`src/rtl/tmr_cmp_pkg.sv`:
```
`timescale 1ns/1ps
package tmr_cmp_pkg;

  typedef enum logic [1:0] {
    WG_FREE  = 2'd0,
    WG_CLR   = 2'd1,
    WG_FAST  = 2'd2,
    WG_PHASE = 2'd3
  } wg_mode_e;

  typedef enum logic [1:0] {
    OC_KEEP   = 2'd0,
    OC_TOGGLE = 2'd1,
    OC_CLEAR  = 2'd2,
    OC_SET    = 2'd3
  } oc_act_e;

  localparam logic [1:0] REG_CNT = 2'd0;
  localparam logic [1:0] REG_CMP = 2'd1;
  localparam logic [1:0] REG_CTL = 2'd2;
  localparam logic [1:0] REG_CMD = 2'd3;

  function automatic logic is_pwm(input wg_mode_e m);
    return m == WG_FAST || m == WG_PHASE;
  endfunction

  function automatic oc_act_e oc_mirror(input oc_act_e a);
    case (a)
      OC_CLEAR: return OC_SET;
      OC_SET:   return OC_CLEAR;
      default:  return OC_KEEP;
    endcase
  endfunction

  function automatic logic oc_apply(input oc_act_e a, input logic cur);
    case (a)
      OC_TOGGLE: return ~cur;
      OC_CLEAR:  return 1'b0;
      OC_SET:    return 1'b1;
      default:   return cur;
    endcase
  endfunction

endpackage

```
`src/rtl/tmr_cmp_counter.sv`:
```
`timescale 1ns/1ps
module tmr_cmp_counter
  import tmr_cmp_pkg::*;
#(
  parameter int CW = 8
) (
  input  logic          clk,
  input  logic          rst_n,
  input  logic          adv_i,
  input  logic          ld_en_i,
  input  logic [CW-1:0] ld_val_i,
  input  wg_mode_e      mode_i,
  input  logic          ctc_hit_i,
  output logic [CW-1:0] cnt_o,
  output logic          down_o
);
  localparam logic [CW-1:0] MAXV = {CW{1'b1}};
  localparam logic [CW-1:0] ONE  = CW'(1);

  logic [CW-1:0] cnt_q;
  logic          down_q;

  always_ff @(posedge clk or negedge rst_n) begin
    if (!rst_n) begin
      cnt_q  <= '0;
      down_q <= 1'b0;
    end else begin
      if (mode_i != WG_PHASE) down_q <= 1'b0;
      if (ld_en_i) begin
        cnt_q <= ld_val_i;
      end else if (adv_i) begin
        case (mode_i)
          WG_CLR: cnt_q <= ctc_hit_i ? '0 : cnt_q + ONE;
          WG_PHASE: begin
            if (!down_q) begin
              if (cnt_q == MAXV) begin
                down_q <= 1'b1;
                cnt_q  <= cnt_q - ONE;
              end else begin
                cnt_q <= cnt_q + ONE;
              end
            end else if (cnt_q == '0) begin
              down_q <= 1'b0;
              cnt_q  <= cnt_q + ONE;
            end else begin
              cnt_q <= cnt_q - ONE;
            end
          end
          default: cnt_q <= cnt_q + ONE;
        endcase
      end
    end
  end

  assign cnt_o  = cnt_q;
  assign down_o = down_q;

  assert_cnt_hold_R2: assert property (@(posedge clk) disable iff (!rst_n)
    (!adv_i && !ld_en_i) |=> $stable(cnt_q));

  assert_cnt_load_R2: assert property (@(posedge clk) disable iff (!rst_n)
    ld_en_i |=> cnt_q == $past(ld_val_i));

  assert_phase_turn_R4: assert property (@(posedge clk) disable iff (!rst_n)
    (mode_i == WG_PHASE && adv_i && !ld_en_i && !down_q && cnt_q == MAXV) |=> down_q);

endmodule

```
`src/rtl/tmr_cmp_compare.sv`:
```
`timescale 1ns/1ps
module tmr_cmp_compare #(
  parameter int CW = 8
) (
  input  logic          clk,
  input  logic          rst_n,
  input  logic          tick_i,
  input  logic          cnt_wr_i,
  input  logic          cmp_wr_i,
  input  logic [CW-1:0] wdata_i,
  input  logic          flag_clr_i,
  input  logic          pwm_i,
  input  logic [CW-1:0] cnt_i,
  output logic [CW-1:0] cmp_o,
  output logic          flag_o,
  output logic          match_o,
  output logic          top_o
);
  localparam logic [CW-1:0] MAXV = {CW{1'b1}};

  logic [CW-1:0] shadow_q;
  logic [CW-1:0] active_q;
  logic          blk_q;
  logic          flag_q;
  logic          adv;
  logic          load;

  assign adv     = tick_i && !cnt_wr_i;
  assign match_o = adv && !blk_q && (cnt_i == active_q);
  assign top_o   = adv && (cnt_i == MAXV);
  assign load    = pwm_i && top_o;

  always_ff @(posedge clk or negedge rst_n) begin
    if (!rst_n) begin
      shadow_q <= '0;
      active_q <= '0;
      blk_q    <= 1'b0;
      flag_q   <= 1'b0;
    end else begin
      if (cnt_wr_i)    blk_q <= 1'b1;
      else if (tick_i) blk_q <= 1'b0;

      if (cmp_wr_i) shadow_q <= wdata_i;

      if (cmp_wr_i && !pwm_i) active_q <= wdata_i;
      else if (load)          active_q <= shadow_q;

      if (match_o)         flag_q <= 1'b1;
      else if (flag_clr_i) flag_q <= 1'b0;
    end
  end

  assign cmp_o  = active_q;
  assign flag_o = flag_q;

  assert_direct_cmp_R5: assert property (@(posedge clk) disable iff (!rst_n)
    (cmp_wr_i && !pwm_i) |=> active_q == $past(wdata_i));

  assert_shadow_hold_R6: assert property (@(posedge clk) disable iff (!rst_n)
    (pwm_i && !(tick_i && !cnt_wr_i && cnt_i == MAXV)) |=> $stable(active_q));

  assert_blocked_match_R10: assert property (@(posedge clk) disable iff (!rst_n)
    (blk_q && tick_i && !flag_q) |=> !flag_q);

  assert_flag_clear_R11: assert property (@(posedge clk) disable iff (!rst_n)
    (flag_clr_i && !match_o) |=> !flag_q);

endmodule

```
`src/rtl/tmr_cmp_wavegen.sv`:
```
`timescale 1ns/1ps
module tmr_cmp_wavegen
  import tmr_cmp_pkg::*;
(
  input  logic     clk,
  input  logic     rst_n,
  input  wg_mode_e mode_i,
  input  oc_act_e  act_i,
  input  logic     match_i,
  input  logic     top_i,
  input  logic     down_i,
  input  logic     force_i,
  output logic     oc_o
);
  logic    oc_q;
  oc_act_e eff;
  logic    pwm;

  assign pwm = is_pwm(mode_i);

  always_comb begin
    eff = OC_KEEP;
    if (match_i)
      eff = (mode_i == WG_PHASE && down_i) ? oc_mirror(act_i) : act_i;
    else if (force_i && !pwm)
      eff = act_i;
    if (mode_i == WG_FAST && top_i && oc_mirror(act_i) != OC_KEEP)
      eff = oc_mirror(act_i);
  end

  always_ff @(posedge clk or negedge rst_n) begin
    if (!rst_n) oc_q <= 1'b0;
    else        oc_q <= oc_apply(eff, oc_q);
  end

  assign oc_o = oc_q;

  assert_force_pwm_R9: assert property (@(posedge clk) disable iff (!rst_n)
    (force_i && pwm && !match_i && !top_i) |=> $stable(oc_q));

  assert_oc_quiet_R12: assert property (@(posedge clk) disable iff (!rst_n)
    (!match_i && !top_i && !force_i) |=> $stable(oc_q));

endmodule

```
`src/rtl/tmr_cmp_unit.sv`:
```
`timescale 1ns/1ps
module tmr_cmp_unit
  import tmr_cmp_pkg::*;
#(
  parameter int CW = 8
) (
  input  logic          clk,
  input  logic          rst_n,
  input  logic          tick_i,
  input  logic          wr_en_i,
  input  logic [1:0]    wr_addr_i,
  input  logic [CW-1:0] wr_data_i,
  output logic [CW-1:0] cnt_o,
  output logic [CW-1:0] cmp_o,
  output logic          flag_o,
  output logic          oc_o
);
  wg_mode_e mode_q;
  oc_act_e  act_q;

  logic cnt_wr, cmp_wr, ctl_wr, cmd_wr;
  logic force_req, flag_clr;
  logic match, top, down;
  logic [CW-1:0] cnt;

  assign cnt_wr    = wr_en_i && wr_addr_i == REG_CNT;
  assign cmp_wr    = wr_en_i && wr_addr_i == REG_CMP;
  assign ctl_wr    = wr_en_i && wr_addr_i == REG_CTL;
  assign cmd_wr    = wr_en_i && wr_addr_i == REG_CMD;
  assign force_req = cmd_wr && wr_data_i[0];
  assign flag_clr  = cmd_wr && wr_data_i[1];

  always_ff @(posedge clk or negedge rst_n) begin
    if (!rst_n) begin
      mode_q <= WG_FREE;
      act_q  <= OC_KEEP;
    end else if (ctl_wr) begin
      mode_q <= wg_mode_e'(wr_data_i[1:0]);
      act_q  <= oc_act_e'(wr_data_i[3:2]);
    end
  end

  tmr_cmp_counter #(.CW(CW)) u_cnt (
    .clk       (clk),
    .rst_n     (rst_n),
    .adv_i     (tick_i && !cnt_wr),
    .ld_en_i   (cnt_wr),
    .ld_val_i  (wr_data_i),
    .mode_i    (mode_q),
    .ctc_hit_i (match),
    .cnt_o     (cnt),
    .down_o    (down)
  );

  tmr_cmp_compare #(.CW(CW)) u_cmp (
    .clk        (clk),
    .rst_n      (rst_n),
    .tick_i     (tick_i),
    .cnt_wr_i   (cnt_wr),
    .cmp_wr_i   (cmp_wr),
    .wdata_i    (wr_data_i),
    .flag_clr_i (flag_clr),
    .pwm_i      (is_pwm(mode_q)),
    .cnt_i      (cnt),
    .cmp_o      (cmp_o),
    .flag_o     (flag_o),
    .match_o    (match),
    .top_o      (top)
  );

  tmr_cmp_wavegen u_wav (
    .clk     (clk),
    .rst_n   (rst_n),
    .mode_i  (mode_q),
    .act_i   (act_q),
    .match_i (match),
    .top_i   (top),
    .down_i  (down),
    .force_i (force_req),
    .oc_o    (oc_o)
  );

  assign cnt_o = cnt;

  assert_ctc_wrap_R3: assert property (@(posedge clk) disable iff (!rst_n)
    (mode_q == WG_CLR && match && !cnt_wr) |=> cnt_o == '0);

  assert_match_flag_R7: assert property (@(posedge clk) disable iff (!rst_n)
    match |=> flag_o);

endmodule

```
`config.mk`:
```
export PLATFORM = sky130hd
export DESIGN_NAME = tmr_cmp_unit
export DESIGN_NICKNAME = d
export VERILOG_FILES = /design/src/rtl/tmr_cmp_pkg.sv /design/src/rtl/tmr_cmp_counter.sv /design/src/rtl/tmr_cmp_compare.sv /design/src/rtl/tmr_cmp_wavegen.sv /design/src/rtl/tmr_cmp_unit.sv
export SDC_FILE = /design/constraint.sdc
export NUM_CORES = 1
export LEC_CHECK = 0
export ABC_AREA = 0
export ABC_CLOCK_PERIOD_IN_PS = 1900
export BUFFER_PORTS_ARGS = -buffer_cell sky130_fd_sc_hd__buf_2
export CAP_MARGIN = 10
export CORE_UTILIZATION = 51
export DETAILED_ROUTE_END_ITERATION = 7
export GPL_TIMING_DRIVEN = 0
export PLACE_DENSITY = 0.75
export SETUP_SLACK_MARGIN = 0.5
export SLEW_MARGIN = 5
export SYNTH_ARGS = -nofsm -noshare
export SYNTH_HDL_FRONTEND = slang
export SYNTH_SLANG_ARGS = --single-unit
```
`constraint.sdc`:
```
create_clock -name clk -period 1.9 [get_ports clk]
set_input_delay 0.19 -clock clk [delete_from_list [all_inputs] [get_ports clk]]
set_output_delay 0.19 -clock clk [all_outputs]
set_load 0.05 [all_outputs]
```
==> run summary <==
# setup viols final = 8
Async SR Flop Fraction = 100%
WL/cell = 17.2 µm
I/O pins = 32
Netlist cell types = 56
failing checks = negative setup slack
EDFF count, synth = 0
mux contribution to synthesized area = 8.47%
total gr overflow = 0
pwr dens = 1170 mW/mm²
largest family of logic cells by synthesized area = simple AND/OR/NAND/NOR gates
combinational share of power = 46.1%
initial core utilization = 53.2%
Sw Share = 42.7%
CTS tree = built
Critical Path End Type = flip-flop
antenna-violating nets left = 0
maximum clock frequency = 0.489 GHz
Sequential Power Share = 31.1%
clock skew = 0.00854 ns
die height = 66.6 µm
Syn Nets = 231
Hold Crit Class = in -> reg
Pleak = 1.22 nW
Int Pwr = 1.83 mW
RSZ-0062 raised after global routing = yes
status = complete, but fails checks
clock sink total = 32
setup TNS = -0.765 ns
Multi-input gate area = 0.00131 mm²
Worst slew margin = 49.6%
switching power = 1.36 mW
DRT iter0 DRCs = 88
WP data required = 2.07 ns
number of global-route vias before repair = 1743
Synth top area share = 37.6%
DIE AREA = 0.00443 mm²
Max-Cap Viols = 0
via/cell ratio = 5.84
Clock transition at path regs = 0.07 ns
main flop type after synthesis = dfrtp_1
Skew-Pair Late Insertion Delay = 0.29 ns
Longest Clk Path Bufs = 2
DRT Wirelength = 5.53 mm
Crit Path Max Fanout = 10
clock share of power = 22.8%
post-DP HPWL = 3.65 mm
WHS = 0.140 ns
layout cells sized above 1 = 43.2%
num rows = 23
All-Layer GR Usage = 26.3%
reg2reg path depth = 7
register area share after synthesis = 37.6%
H-tree depth = 2
DRT Pass-1 Iters = 4
gpl congestion = 0.873
pins over their slew limit = 0
Slew @ Worst Pin = 0.755 ns
Core Region = 0.00400 mm²
Area contributors post-synth = dfrtp_1 38%, o21ai_0 4.9%, mux2i_1 4.2%
Yosys warnings = 0
Die Span X = 66.6 µm
synthesized area = 0.00213 mm²
Yosys reg bits = 32
Cells after Synth = 214
Vias = 1876
r2r setup slk = -0.15 ns
Yosys top cell by area = dfrtp_1
P&R area growth vs syn = 28.7%
worst setup path end = u_cnt.cnt_o[1]$_DFFE_PN0P_
fin crit period = 2.05 ns
crit path kind = reg -> reg
Period Utilization, post-route = 108%
DRC viols = 0
critical path startpoint = u_cnt.cnt_o[3]$_DFFE_PN0P_
ANT cells = 0
CTS Root Cell = clkbuf_8
initial antenna violation count = 0
first-pass GRT wire length = 8.50 mm
Max VDD drop = 0.748 mV
adder-cell share of the synthesized area = 1.76%
Synth Area in Simple Gates = 26.4%
Compound-Gate Fraction of Synth Area = 16.5%
RR Endpoint = u_cnt.cnt_o[1]$_DFFE_PN0P_
Nets = 287
total CTS buffers = 5
commonest cells after routing, fill and taps aside = 32 x buf_2, 23 x dfrtp_1, 20 x nand2_1, 18 x o21ai_0, 17 x buf_4
sequential cell area = 815 µm²
endpoints failing hold = 0
Critical Path AT = 2.22 ns
# fillers = 296
Avg Synthesized Cell Area = 9.94 µm²
PortBufs = 31
largest net degree at the start of global routing = 33
reg-to-reg startpoint = u_cnt.cnt_o[3]$_DFFE_PN0P_
XOR/XNOR Fraction of Synth Area = 4.06%
nature of the critical path startpoint = flip-flop
most common cell after layout, fill and taps aside = buf_2
PnR worst setup slack = -0.147 ns
==> cell families (layout without fill, tap and decap cells) <==
| family | Yosys count | count (layout) |
|---|---|---|
| xor+xnor | 9 | 9 |
| mux | 17 | 17 |
| simple gates | 86 | 86 |
| compound gates | 47 | 47 |
| flops | 32 | 32 |
| fa+ha+maj | 3 | 3 |
| buf+inv | 20 | 77 |
==> power by group through the flow <==
stage	Sequential, mW	Clock (mW)	Combinational, mW
CTS	0.982	0.740	1.39
finish	0.993	0.727	1.47
global placement	0.988	0	1.29
detailed placement	0.998	0	1.31
global route	1.01	0.762	1.57
floorplan	1.33	0	0.673
==> routing by layer <==
layer | wire [µm] | up-vias | global-route usage [%]
li1 | - | 892 | -
met1 | 2450 | 917 | 33.8
met2 | 2690 | 59 | 41.9
met3 | 315 | 8 | 7.53
met4 | 73 | 0 | 9.31
met5 | 0 | - | 0
==> stage by stage <==
stage          instances  worst slack (ns)  utilization (%)  power (mW)  area (µm²)
3_3_place_gp         295            -0.149             59.6        2.28        2380
2_1_floorplan        214            -0.131                -        2.00        2170
4_1_cts              316           -0.0432             66.0        3.11        2640
5_1_grt              321            -0.190             68.4        3.34        2740
6_report             321            -0.147             68.4        3.19        2740
3_5_place_dp         295            -0.200             59.6        2.31        2380
==> cell usage after synthesis, types with 2 or more instances <==
| cell type | n |
|---|---|
| a211o_1 | 2 |
| a211oi_1 | 2 |
| a21oi_1 | 4 |
| a2bb2oi_4 | 2 |
| a31oi_1 | 2 |
| and2_4 | 2 |
| and3_4 | 2 |
| buf_2 | 2 |
| buf_4 | 5 |
| buf_6 | 2 |
| clkbuf_1 | 3 |
| dfrtp_1 | 32 |
| ha_1 | 3 |
| inv_1 | 7 |
| mux2_2 | 8 |
| mux2i_1 | 9 |
| nand2_1 | 22 |
| nand3_1 | 8 |
| nand3b_1 | 4 |
| nand4_1 | 3 |
| nor2_1 | 12 |
| nor2b_1 | 2 |
| nor3_1 | 7 |
| nor3b_1 | 7 |
| o211ai_1 | 2 |
| o21ai_0 | 21 |
| or3_1 | 3 |
| or4_1 | 2 |
| xor2_1 | 7 |
==> flip-flops by register name (all words and copies together) (netlist names) <==
name / count
act_q: 2
mode_q: 2
u_cmp.blk_q: 1
u_cmp.cmp_o: 8
u_cmp.flag_o: 1
u_cmp.shadow_q: 8
u_cnt.cnt_o: 8
u_cnt.down_o: 1
u_wav.oc_o: 1
==> worst min-delay path by stage <==
stage | from | cells after the start | endpoint | slack, ns
final | wr_data_i[0] | 3 | u_cmp.cmp_o[0]$_DFFE_PN0P_ | 0.14
after global routing | wr_data_i[0] | 3 | u_cmp.cmp_o[0]$_DFFE_PN0P_ | 0.17
after CTS | wr_data_i[0] | 3 | u_cmp.cmp_o[0]$_DFFE_PN0P_ | 0.14
after detailed placement | rst_n | 1 | u_cnt.down_o$_DFF_PN0_ | 0.28
after global placement | rst_n | 1 | u_cnt.down_o$_DFF_PN0_ | 0.29
after floorplan | rst_n | 0 | act_q[0]$_DFFE_PN0P_ | -0.11
==> worst max-delay path, stage by stage, from the launching register on <==
cell,delay [ns]
dfrtp_2,0.43
buf_4,0.19
xor2_1,0.16
nor3_2,0.29
nand4_1,0.31
nand3_4,0.22
mux2i_1,0.10
a211o_1,0.23
==> area by class of cell <==
cell class              instances  area share, %
multi-input cells             162           47.9
flip-flops and latches         32           29.8
repair buffers                 49           11.2
clock buffers                   7           3.52
plain buffers                  13           3.24
well taps                      50           2.29
clock inverters                 1           1.10
inverters                       7           1.05
==> repair_timing <==
action	4_1_cts	5_1_grt
cloned	0	0
endpoints found under the setup margin	18	19
hold endpoints to repair	32	0
setup buffers	12	5
hold buffers	1	0
pin swaps	16	11
gates resized for setup	13	15
(Power assumes the default switching activity.)
